$ cat src/rtl/cap_irq_pkg.sv
package cap_irq_pkg;

    // Mode code that turns the auxiliary channel into a capture input
    localparam logic [2:0] MODE_CAPTURE = 3'b101;

    typedef enum logic [1:0] {
        EDGE_NONE = 2'b00,
        EDGE_RISE = 2'b01,
        EDGE_FALL = 2'b10,
        EDGE_BOTH = 2'b11
    } edge_sel_e;

    typedef struct packed {
        logic rise;
        logic fall;
    } edge_evt_t;

endpackage

$ cat src/rtl/cap_sync.sv
module cap_sync #(
    parameter int STAGES = 2
) (
    input  logic clk,
    input  logic rst_n,
    input  logic async_i,
    output logic sync_o
);
    localparam int LAST = STAGES - 1;

    typedef struct packed {
        logic [LAST:0] chain;
    } sync_state_t;

    sync_state_t st_d, st_q;

    generate
        if (STAGES < 2) begin : g_bad_depth
            initial $error("cap_sync needs at least two stages");
        end
    endgenerate

    always_comb begin
        st_d = st_q;
        st_d.chain = {st_q.chain[LAST-1:0], async_i};
    end

    always_ff @(posedge clk or negedge rst_n) begin
        if (!rst_n) begin
            st_q <= '0;
        end else begin
            st_q <= st_d;
        end
    end

    assign sync_o = st_q.chain[LAST];

endmodule

$ cat src/rtl/cap_edge.sv
module cap_edge
    import cap_irq_pkg::*;
(
    input  logic       clk,
    input  logic       rst_n,
    input  logic       sync_i,
    input  logic [2:0] mode_i,
    input  logic [2:0] esel_i,
    input  logic       dir_out_i,
    output logic       hit_o
);
    typedef struct packed {
        logic hist;
    } edge_state_t;

    edge_state_t st_d, st_q;
    edge_evt_t   evt;
    edge_sel_e   sel;
    logic        armed;
    logic        hit_d;

    always_comb begin
        st_d      = st_q;
        // history always follows the pin so re-arming never sees a fake edge
        st_d.hist = sync_i;

        evt.rise = sync_i & ~st_q.hist;
        evt.fall = ~sync_i & st_q.hist;

        armed = (mode_i == MODE_CAPTURE) && !dir_out_i;

        unique casez (esel_i)
            3'b?01:  sel = EDGE_RISE;
            3'b?10:  sel = EDGE_FALL;
            3'b?11:  sel = EDGE_BOTH;
            default: sel = EDGE_NONE;
        endcase

        unique case (sel)
            EDGE_RISE: hit_d = evt.rise;
            EDGE_FALL: hit_d = evt.fall;
            EDGE_BOTH: hit_d = evt.rise | evt.fall;
            default:   hit_d = 1'b0;
        endcase
        hit_d = hit_d & armed;
    end

    always_ff @(posedge clk or negedge rst_n) begin
        if (!rst_n) begin
            st_q <= '0;
        end else begin
            st_q <= st_d;
        end
    end

    assign hit_o = hit_d;

endmodule

$ cat src/rtl/cap_latch.sv
module cap_latch #(
    parameter int W = 16
) (
    input  logic         clk,
    input  logic         rst_n,
    input  logic         hit_i,
    input  logic         clr_i,
    input  logic [W-1:0] timer_i,
    output logic         flag_o,
    output logic [W-1:0] cap_o
);
    typedef struct packed {
        logic         flag;
        logic [W-1:0] cap;
    } latch_state_t;

    latch_state_t st_d, st_q;

    always_comb begin
        st_d = st_q;
        if (clr_i) begin
            st_d.flag = 1'b0;
        end
        if (hit_i) begin
            // a new edge wins over a simultaneous clear
            st_d.flag = 1'b1;
            st_d.cap  = timer_i;
        end
    end

    always_ff @(posedge clk or negedge rst_n) begin
        if (!rst_n) begin
            st_q <= '0;
        end else begin
            st_q <= st_d;
        end
    end

    assign flag_o = st_q.flag;
    assign cap_o  = st_q.cap;

endmodule

$ cat src/rtl/cap_irq_input.sv
module cap_irq_input #(
    parameter int TIMER_W     = 16,
    parameter int SYNC_STAGES = 2
) (
    input  logic               clk,
    input  logic               rst_n,
    input  logic               pin_i,
    input  logic [2:0]         mode_i,
    input  logic [2:0]         esel_i,
    input  logic               dir_out_i,
    input  logic [TIMER_W-1:0] timer_i,
    input  logic               flag_clr_i,
    output logic               irq_flag_o,
    output logic [TIMER_W-1:0] capture_o
);
    logic pin_sync;
    logic edge_hit;

    cap_sync #(.STAGES(SYNC_STAGES)) u_sync (
        .clk     (clk),
        .rst_n   (rst_n),
        .async_i (pin_i),
        .sync_o  (pin_sync)
    );

    cap_edge u_edge (
        .clk       (clk),
        .rst_n     (rst_n),
        .sync_i    (pin_sync),
        .mode_i    (mode_i),
        .esel_i    (esel_i),
        .dir_out_i (dir_out_i),
        .hit_o     (edge_hit)
    );

    cap_latch #(.W(TIMER_W)) u_latch (
        .clk     (clk),
        .rst_n   (rst_n),
        .hit_i   (edge_hit),
        .clr_i   (flag_clr_i),
        .timer_i (timer_i),
        .flag_o  (irq_flag_o),
        .cap_o   (capture_o)
    );

endmodule

$ cat config.mk
export PLATFORM = sky130hd
export DESIGN_NAME = cap_irq_input
export DESIGN_NICKNAME = d
export VERILOG_FILES = /design/src/rtl/cap_irq_pkg.sv /design/src/rtl/cap_sync.sv /design/src/rtl/cap_edge.sv /design/src/rtl/cap_latch.sv /design/src/rtl/cap_irq_input.sv
export SDC_FILE = /design/constraint.sdc
export NUM_CORES = 1
export LEC_CHECK = 0
export BUFFER_PORTS_ARGS = -buffer_cell sky130_fd_sc_hd__buf_2
export CORE_MARGIN = 3
export CORE_UTILIZATION = 46
export CTS_CLUSTER_DIAMETER = 40
export DETAILED_ROUTE_END_ITERATION = 16
export PLACE_DENSITY_LB_ADDON = 0.2
export SETUP_SLACK_MARGIN = 0.05
export SYNTH_ARGS = -nofsm -noshare
export SYNTH_HDL_FRONTEND = slang
export SYNTH_SLANG_ARGS = --single-unit
$ cat constraint.sdc
create_clock -name clk -period 5.97 [get_ports clk]
set_clock_uncertainty 0.05 [all_clocks]
set_input_delay 1.194 -clock clk [delete_from_list [all_inputs] [get_ports clk]]
set_output_delay 1.194 -clock clk [all_outputs]
set_load 0.01 [all_outputs]
# After elaboration in Yosys (flattened, before gate mapping)
# Cells that the tools add are included.
[totals]
ff_bits = 20
output_inout_bits = 17
[classes]
eq_ne = 7
muxes = 4
n_reduce_logical = 3
bitwise_logic = 6
[ops]
columns = ["operator", "count"]
rows = [
  ["$mux W17", 1],
  ["$eq A2 B2 Y1 const B", 4],
  ["$pmux W2 S3", 1],
  ["$eq A2 B1 Y1 const B", 2],
  ["$and A1 B1 Y1", 3],
  ["$eq A3 B3 Y1 const B", 1],
  ["$pmux W1 S3", 1],
  ["$not A1 Y1", 2],
  ["$reduce_bool A2 Y1", 1],
  ["$logic_and A1 B1 Y1", 1],
  ["$logic_not A1 Y1", 1],
  ["$mux W1", 1],
  ["$or A1 B1 Y1", 1],
]

# Depth between registers and ports, before layout
# Gate-level depths: netlist of the first run.
[depth]
ltp_word = 6
mapped_depth = 6
mapped_depth_nobuf = 5

# Cells and area by module
# Synthesis of the first run repeated with hierarchy kept, for this count alone.
[hier_totals]
hier_cells = 49
hier_area_um2 = 833.3
[modules_own_cells]
columns = ["mod", "area_each_um2", "cells_each", "seq_area_each_um2", "n_inst"]
rows = [
  ["cap_latch", 683.2, 37, 425.4, 1],
  ["cap_edge", 100.1, 10, 25.0, 1],
  ["cap_sync", 50.0, 2, 50.0, 1],
]

# Least setup slack after synthesis of the first run
# OpenSTA, ideal clock, no wires.
[synth_timing]
kind = "input port to flip-flop"
start = "input port dir_out_i"
end = "register u_latch.st_q, in the netlist u_latch.cap_o[10]"
t_arrival_ns = 2.372
stages = 4
required_time_ns = 5.795
n_path_buf = 1
setup_slack_ns = 3.423
cell_sequence = "nand4bb_4 a311oi_4 buf_8 mux2_4"
[synth_between]
elab_chain_cells = 3
[synth_rtl]
columns = ["element", "line", "rtl"]
rows = [
  ["start, declared", "cap_irq_input.sv:10", "input logic dir_out_i,"],
  ["$logic_not A1 Y1", "cap_edge.sv:30", "armed = (mode_i == MODE_CAPTURE) && !dir_out_i;"],
  ["$logic_and A1 B1 Y1", "cap_edge.sv:30", ""],
  ["$and A1 B1 Y1", "cap_edge.sv:45", "hit_d = hit_d & armed;"],
  ["end signal, assigned", "cap_latch.sv:35", "st_q <= st_d;"],
  ["end, declared", "cap_latch.sv:17", "latch_state_t st_d, st_q;"],
]
# No other way between the ends.
# A chain may end at the register's enable or synchronous reset.

# Worst setup path after layout of the first run
[layout_timing]
start = "input port dir_out_i"
end = "register u_latch.st_q, in the netlist u_latch.cap_o[1]"
# Same word-level chain as after synthesis.

==> impl_metrics.yaml, run 1 <==
status:
  run_status: "completed"
critical_path:
  crit_path_top_delay_cell: "a311oi_4"
  critPathKind: "in2reg"
  crit_chain: "buf_2, nand4bb_4, a311oi_4, mux2_2"
  critPathMaxStageDelay_ns: 0.93
  worstPathMaxFanout: 17
  critPathBufInv: 1
  worstPathArrival_ns: 2.86
  required_ns: 6.11
  start_kind: "input port"
  end_kind: "register"
  cp_top_family: "compound AO/OA/AOI/OAI gates"
power:
  internal-power_mw: 0.288
  powerDensity_mw_per_mm2: 339
  p_clk_frac: 0.283
  swShare: 0.245
  leakage_nw: 0.594
  share_comb_of_total_power: 0.251
  peakVddDrop_v: 0.000218
  p_switching_mw: 0.0937
  seq_power_share: 0.466
finish:
  diodes: 0
  area_delta_synth_final_pct: 32.7
  drive_above_1_share: 0.710
  final_nets: 123
drt:
  drt_iter0_drc: 0
  viasPerCell: 4.76
  met1Wirelength_um: 591
  dr_wl_met2_um: 710
  wl_per_cell_um: 12.5
  route.vias.total: 557
  drt_pass1_iterations: 1
  top_layer_used: "met4"
  wl_met3_um: 143
  drtAntennaViolNets: 0
  drc_errors: 0
  drt_wl_total_mm: 1.46
clocking:
  clock-sinks: 20
  htreeDepth: 1
  cts_root_buf: "clkbuf_4"
  clockBufferDepth: 2
  clk_pin_slew_ns: 0.11
  cts_tree: "built"
  cts.repair.resized: 0
  cts_inserted_buffers: 3
  clock_latency_ns: 0.29
  postCtsSetupRepairBufs: 0
  ctsHoldBuffers: 0
floorplan:
  start_util: 0.526
  die_w_um: 48.9
  io_pins: 44
  die_area_mm2: 0.00240
  num_rows: 14
  fp.coreArea_mm2: 0.00161
  die_y_um: 48.9
timing:
  maxSlewHeadroom: 0.280
  rsz0062_at_grt: "no"
  hold_viol: 0
  setup_tns_ns: 0
  fin_crit_sh: 0.456
  report.final.slew_viol_count: 0
  fin_crit_ns: 2.72
  setup_slack_ns: 3.25
  max_freq_mhz: 367
  setup_violations: 0
  worstMarginPinSlew_ns: 1.08
min_path:
  hold_class: "reg2reg"
place:
  dp_hpwl_mm: 1.16
  io_buffers: 42
  place.gp.congestion: 0.696
  place_ws_ns: 2.89
logic_synthesis:
  synth_most_common_cell: "dfrtp_1"
  netlist_instances: 48
  synth-seq-cells: 20
  synthDistinctLibCells: 12
  synth_area_um2: 848
  synth_edf_count: 0
  synth_nets: 77
  yosys-top-cells-count: "20 x dfrtp_1, 9 x mux2_4, 7 x mux2_2, 3 x inv_1, 2 x ha_1"
  synth_top_area_frac: 0.590
  ys_async_sr_fraction: 1.00
  yosysTopAreaCell: "dfrtp_1"
  seq_area_frac_synth: 0.590
  ys_warn_count: 0
  syn_avg_cell_area_um2: 17.7
  synthTopCellsByArea: "dfrtp_1 59%, mux2_4 16%, mux2_2 9.3%"
  ys.flop_type: "dfrtp_1"
global_routing:
  grt_max_degree: 21
  gr-total-overflow: 0
  grt_pass1_wl_mm: 2.42
  grt_pass1_vias: 539
  antenna_found_initial: 0
  track_usage: 0.133
job:
  maxCapViolCount: 0
-- layout by cell type (no fill, tap or decap) --
cell / n
dfrtp_1: 20
a311oi_4: 1
ha_1: 2
a21o_2: 1
bufinv_16: 1
nand4bb_4: 1
inv_1: 3
nand2b_2: 1
a21oi_1: 1
nand2b_1: 1
clkbuf_4: 3
mux2_2: 7
mux2_4: 9
buf_2: 42
-- flip-flops by register name, indices dropped and copies added, names as in the netlist --
signal          cells
u_edge.st_q         1
u_latch.flag_o      1
u_latch.cap_o      16
u_sync.st_q         2
-- stage by stage --
| stage | util | power, mW | instances | hold WS (ns) | instance area [µm²] |
|---|---|---|---|---|---|
| after floorplan | - | 0.233 | 48 | 0.281 | 848 |
| after global placement | 0.666 | 0.276 | 113 | 0.284 | 1070 |
| after detailed placement | 0.666 | 0.278 | 113 | 0.303 | 1070 |
| after CTS | 0.699 | 0.388 | 117 | 0.330 | 1130 |
| after global routing | 0.699 | 0.405 | 117 | 0.338 | 1130 |
| final | 0.699 | 0.382 | 117 | 0.322 | 1130 |
-- worst register-to-register path, delay by kind of cell, from the launching register on --
| kind | cells | cell delay [ns] |
|---|---|---|
| adder cells (fa/ha/maj) | 1 | 0.27 |
| AO/OA/AOI/OAI | 1 | 0.92 |
| buffers and inverters | 1 | 0.06 |
| multiplexers | 1 | 0.43 |
| AND/OR/NAND/NOR | 1 | 0.17 |
| flip-flops | 1 | 0.40 |
-- cell families (layout without fill, tap and decap cells) --
group           Yosys count  after routing  share of synthesized area
flops                    20             20                      0.590
mux                      16             16                      0.252
buf+inv                   4             49                     0.0310
compound gates            3              3                     0.0472
simple gates              3              3                     0.0502
fa+ha+maj                 2              2                     0.0295
-- metal layers --
metal | up-vias | GRT usage
li1 | 256 | -
met1 | 271 | 0.145
met2 | 28 | 0.222
met3 | 2 | 0.0520
met4 | 0 | 0.0711
met5 | - | 0
-- area by class of cell --
class,instances,area (µm²)
clock buffers,3,22.5
clock inverters,1,30.0
fillers,128,485
inverters,3,11.3
multi-input cells,24,322
flip-flops and latches,20,500
well taps,24,30.0
repair buffers,42,210
-- power groups by stage --
stage,sequential [mW],combinational (mW),clock [mW]
after floorplan,0.195,0.0380,0
after global placement,0.180,0.0963,0
after detailed placement,0.181,0.0974,0
after CTS,0.178,0.0978,0.112
after global routing,0.182,0.104,0.119
final,0.178,0.0957,0.108
-- worst paths after layout --
| path | slack (ns) | depth (start not counted) | endpoint | from |
|---|---|---|---|---|
| hold / removal | 0.32 | 0 | u_sync.st_q[1] | u_sync.st_q[0] |
| min in group asynchronous | 0.76 | 1 | u_latch.cap_o[10] | rst_n |
| max in group asynchronous | 4.81 | 1 | u_sync.st_q[1] | rst_n |
| setup reg to reg | 3.57 | 5 | u_latch.cap_o[1] | u_sync.st_q[1] |
| hold reg to reg | 0.32 | 0 | u_sync.st_q[1] | u_sync.st_q[0] |
| setup / recovery | 3.25 | 4 | u_latch.cap_o[1] | dir_out_i |
Power figures use the tool's default switching activity.
==> inputs of run 2 (changes only) <==
--- a/config.mk
+++ b/config.mk
@@ -7,7 +7,7 @@
 export LEC_CHECK = 0
 export BUFFER_PORTS_ARGS = -buffer_cell sky130_fd_sc_hd__buf_2
 export CORE_MARGIN = 3
-export CORE_UTILIZATION = 46
+export CORE_UTILIZATION = 39
 export CTS_CLUSTER_DIAMETER = 40
 export DETAILED_ROUTE_END_ITERATION = 16
 export PLACE_DENSITY_LB_ADDON = 0.2
==> constraint.sdc (replaced) <==
create_clock -name clk -period 2.4 [get_ports clk]
set_clock_uncertainty 0.05 [all_clocks]
set_input_delay 0.48 -clock clk [delete_from_list [all_inputs] [get_ports clk]]
set_output_delay 0.48 -clock clk [all_outputs]
set_load 0.01 [all_outputs]
==> run 2 against run 1 <==
Compared with the run above:
- core utilization decreased by 14 points
- sequential power is 150% higher
- critical path depth increased by 2
- combinational power rose by 150%
- wire length is 1.6% lower
- first-iteration DRC count stayed put
- sequential share of layout area up 0.20 points
- clock-buffer cell count increased by 1
- hold slack got worse by 0.26 ns
- design area down 0.44%
- power up 130%
- clock power rose by 70%
- largest power group unchanged
==> impl_metrics.yaml, run 2 (synthesis results as in run 1) <==
status:
  run_status: "completed"
power:
  fin_total_pwr_mw: 0.864
  leakage_nw: 0.593
  peakVddDrop_v: 0.000441
  powerDensity_mw_per_mm2: 770
timing:
  hold_viol: 0
  setup_slack_ns: 0.415
  worstMarginPinSlew_ns: 0.427
  fin_crit_ns: 1.98
  max_freq_mhz: 504
  holdWs_ns: 0.0645
  rsz0062_at_grt: "no"
  report.final.slew_viol_count: 0
  maxSlewHeadroom: 0.715
  setup_tns_ns: 0
  fin_crit_sh: 0.827
  setup_violations: 0
floorplan:
  die_w_um: 52.6
  fp.coreArea_mm2: 0.00200
  die_area_mm2: 0.00277
  num_rows: 16
  die_y_um: 52.6
  start_util: 0.424
  io_pins: 44
critical_path:
  crit_path_top_delay_cell: "dfrtp_1"
  start_kind: "register"
  worstPathMaxFanout: 17
  r2r_slack_ns: 0.42
  critPathKind: "reg2reg"
  end_kind: "register"
  cp_top_family: "flip-flops"
  critPathMaxStageDelay_ns: 0.38
  critPathBufInv: 2
  crit_chain: "inv_1, ha_1, nand2b_1, a311oi_4, buf_4, mux2_2"
  required_ns: 2.53
  worstPathArrival_ns: 2.12
global_routing:
  gr-total-overflow: 0
  track_usage: 0.113
  grt_pass1_wl_mm: 2.23
  grt_pass1_vias: 523
  antenna_found_initial: 0
  grt_max_degree: 21
drt:
  drt_pass1_iterations: 1
  drc_errors: 0
  route.vias.total: 552
  drt_wl_total_mm: 1.44
  drt_iter0_drc: 0
  wl_per_cell_um: 11.9
  viasPerCell: 4.56
  drtAntennaViolNets: 0
place:
  dp_hpwl_mm: 1.14
  place_ws_ns: 0.407
  placed_area_mm2: 0.00108
  dpl.cell_count: 117
  io_buffers: 42
  place.gp.congestion: 0.607
finish:
  multi_input_area_um2: 322
  drive_above_1_share: 0.713
  utilization: 0.560
  final_nets: 124
  n_fill_cell: 189
  layoutNonFillerInstCount: 121
  final_cell_mix: "42 x buf_2, 20 x dfrtp_1, 9 x mux2_4, 7 x mux2_2"
  area_delta_synth_final_pct: 32.2
  diodes: 0
  seqCellArea_um2: 500
  final_common_cell: "buf_2"
  fin_area_mm2: 0.00112
  largest_reg_flops: 16
clocking:
  cts.repair.resized: 0
  cts_inserted_buffers: 3
  clock_latency_ns: 0.28
  clock-sinks: 20
  htreeDepth: 1
  clockBufferDepth: 2
  ctsHoldBuffers: 0
  cts_root_buf: "clkbuf_4"
  cts_tree: "built"
  postCtsSetupRepairBufs: 0
  clk_pin_slew_ns: 0.10
min_path:
  hold_class: "in2async"
job:
  maxCapViolCount: 0
==> run 2: where the power goes <==
part / total [mW] / internal, mW / switching (mW) / leakage, nW
Clock: 0.184 / 0.0923 / 0.0914 / 0.0210
Combinational: 0.236 / 0.139 / 0.0971 / 0.324
Sequential: 0.444 / 0.409 / 0.0348 / 0.248
==> run 2: cell type report <==
| cell class | instances | share of cell area |
|---|---|---|
| clock buffers | 4 | 0.0324 |
| inverters | 3 | 0.0100 |
| multi-input cells | 24 | 0.287 |
| repair buffers | 43 | 0.194 |
| well taps | 27 | 0.0301 |
| flip-flops and latches | 20 | 0.446 |
==> run 2: final timing paths <==
check,from,to,depth (start not counted)
min,rst_n,u_latch.cap_o[4],1
max,u_sync.st_q[1],u_latch.cap_o[15],6
max in group asynchronous,rst_n,u_latch.cap_o[6],1
max reg2reg,u_sync.st_q[1],u_latch.cap_o[15],6
min reg2reg,u_sync.st_q[0],u_sync.st_q[1],0
min in group clk,pin_i,u_sync.st_q[0],1
==> run 2: metal layers <==
layer  GRT usage  part of all wire
met1       0.135              0.42
met2       0.182              0.47
met3      0.0370              0.11
met4      0.0511                 0
met5           0                 0
==> inputs of run 3 (changes only) <==
--- a/config.mk
+++ b/config.mk
@@ -7,7 +7,7 @@
 export LEC_CHECK = 0
 export BUFFER_PORTS_ARGS = -buffer_cell sky130_fd_sc_hd__buf_2
 export CORE_MARGIN = 3
-export CORE_UTILIZATION = 39
+export CORE_UTILIZATION = 43
 export CTS_CLUSTER_DIAMETER = 40
 export DETAILED_ROUTE_END_ITERATION = 16
 export PLACE_DENSITY_LB_ADDON = 0.2
==> constraint.sdc (replaced) <==
create_clock -name clk -period 1.95 [get_ports clk]
set_clock_uncertainty 0.05 [all_clocks]
set_input_delay 0.39 -clock clk [delete_from_list [all_inputs] [get_ports clk]]
set_output_delay 0.39 -clock clk [all_outputs]
set_load 0.01 [all_outputs]
==> run 3 against run 2 <==
Compared with the run above:
- design area up 11%
- global-route usage up 1.8 points
- register-to-register slack worse by 0.32 ns
- sequential power up 24%
- power up 28%
- via count up 1.8%
- critical path depth up 1
- combinational power up 37%
- maximum frequency up 6.8%
- first-iteration DRC count up 1
- critical endpoint is now u_latch.cap_o[7]
- largest cell class unchanged
- largest power group unchanged
==> impl_metrics.yaml, run 3 (synthesis results as in run 1) <==
drt:
  drc_errors: 0
  route.vias.total: 562
  drtAntennaViolNets: 0
  drt_wl_total_mm: 1.69
  drt_pass1_iterations: 2
  drt_iter0_drc: 1
  viasPerCell: 4.53
  wl_per_cell_um: 13.6
timing:
  fin_crit_sh: 0.953
  fin_crit_ns: 1.86
  max_freq_mhz: 538
  holdWs_ns: 0.145
  maxSlewHeadroom: 0.705
  setup_violations: 0
  worstMarginPinSlew_ns: 0.443
  hold_viol: 0
  rsz0062_at_grt: "yes"
  setup_tns_ns: 0
  report.final.slew_viol_count: 0
critical_path:
  r2r_start: "u_sync.st_q[1]"
  end_kind: "register"
  cp_top_family: "flip-flops"
  required_ns: 2.09
  worstPathMaxFanout: 8
  critPathBufInv: 3
  worstPathArrival_ns: 2.00
  crit_path_top_delay_cell: "dfrtp_1"
  r2r_slack_ns: 0.09
  r2r_cells: 7
  critPathKind: "reg2reg"
  critPathMaxStageDelay_ns: 0.39
  start_kind: "register"
  r2r_end: "u_latch.cap_o[7]"
  crit_chain: "inv_1, ha_1, nand2b_4, a311oi_4, buf_6, clkbuf_16, mux2_4"
global_routing:
  track_usage: 0.131
  grt_pass1_vias: 550
  gr-total-overflow: 0
  grt_pass1_wl_mm: 2.46
  antenna_found_initial: 0
  grt_max_degree: 21
floorplan:
  die_y_um: 50.4
  io_pins: 44
  start_util: 0.471
  die_w_um: 50.4
  fp.coreArea_mm2: 0.00180
  die_area_mm2: 0.00254
  num_rows: 15
finish:
  utilization: 0.688
  final_common_cell: "buf_2"
  fin_area_mm2: 0.00124
  largest_reg_flops: 16
  final_nets: 129
  diodes: 0
  n_fill_cell: 147
  drive_above_1_share: 0.727
  area_delta_synth_final_pct: 46.2
  final_cell_mix: "42 x buf_2, 20 x dfrtp_1, 15 x mux2_4, 3 x inv_1, 3 x clkbuf_4"
min_path:
  min_path_cells: 1
  hold_class: "in2reg"
  min_from: "pin_i"
  holdPathEnd: "u_sync.st_q[0]"
place:
  dp_hpwl_mm: 1.13
  place.gp.congestion: 0.678
  placed_area_mm2: 0.00109
  io_buffers: 42
clocking:
  cts_inserted_buffers: 3
  clockBufferDepth: 2
  cts_tree: "built"
  clock-sinks: 20
  cts_root_buf: "clkbuf_4"
  clock_latency_ns: 0.30
  clk_pin_slew_ns: 0.11
  htreeDepth: 1
job:
  maxCapViolCount: 0
power:
  powerDensity_mw_per_mm2: 895
  fin_total_pwr_mw: 1.11
  peakVddDrop_v: 0.000465
  leakage_nw: 0.653
status:
  run_status: "completed"
-- run 3: cell count changes in the layout (fill, tap and decap cells not counted), sizes merged --
| cell | change |
|---|---|
| buf | +2 |
| dlygate4sd3 | +1 |
| clkbuf | +2 |
-- run 3: routing by layer --
metal  part of all wire  up-vias  wire (µm)  GRT usage
met2               0.51       22        858      0.217
met4             0.0083        0         14     0.0673
met3              0.059        2         99     0.0178
met1               0.42      270        718      0.165
li1                   -      268          -          -
met5                  0        -          0          0
-- run 3: cell type report --
type | count | area (µm²) | share of cell area
multi-input cells | 24 | 352 | 0.284
inverters | 3 | 11.3 | 0.00908
well taps | 25 | 31.3 | 0.0252
repair buffers | 48 | 309 | 0.249
clock buffers | 4 | 36.3 | 0.0293
flip-flops and latches | 20 | 500 | 0.404
-- run 3: what timing repair did --
item,CTS,global route
endpoints found under the setup margin,0,16
endpoints found under the hold margin,20,0
gates resized for setup,0,8
hold buffers,1,0
buffers inserted,0,2
-- run 3: how the worst max path moves through the flow --
stage / from / slack (ns) / endpoint / cells after the start
3_5_place_dp: u_sync.st_q[1] / 0.1 / u_latch.cap_o[2] / 6
6_report: u_sync.st_q[1] / 0.09 / u_latch.cap_o[7] / 7
2_1_floorplan: u_sync.st_q[1] / 0.05 / u_latch.cap_o[10] / 6
3_3_place_gp: u_sync.st_q[1] / 0.13 / u_latch.cap_o[0] / 6
5_1_grt: u_sync.st_q[1] / 0.01 / u_latch.cap_o[6] / 7
4_1_cts: u_sync.st_q[1] / 0.08 / u_latch.cap_o[2] / 6
-- run 3: stage by stage --
stage / cells / worst slack, ns
floorplan: 48 / 0.0535
global placement: 115 / 0.129
detailed placement: 115 / 0.0965
CTS: 120 / 0.0778
global route: 124 / 0.0101
finish: 124 / 0.0917
-- run 3: worst reg2reg max path, cell delays in order (launching register included) --
cell	delay, ns
dfrtp_1	0.39
inv_1	0.05
ha_1	0.28
nand2b_4	0.15
a311oi_4	0.20
buf_6	0.17
clkbuf_16	0.16
mux2_4	0.30
-- run 3: power by group --
part	internal, mW	total (mW)	switching [mW]
Clock	0.114	0.237	0.123
Combinational	0.198	0.323	0.125
Sequential	0.504	0.549	0.0459
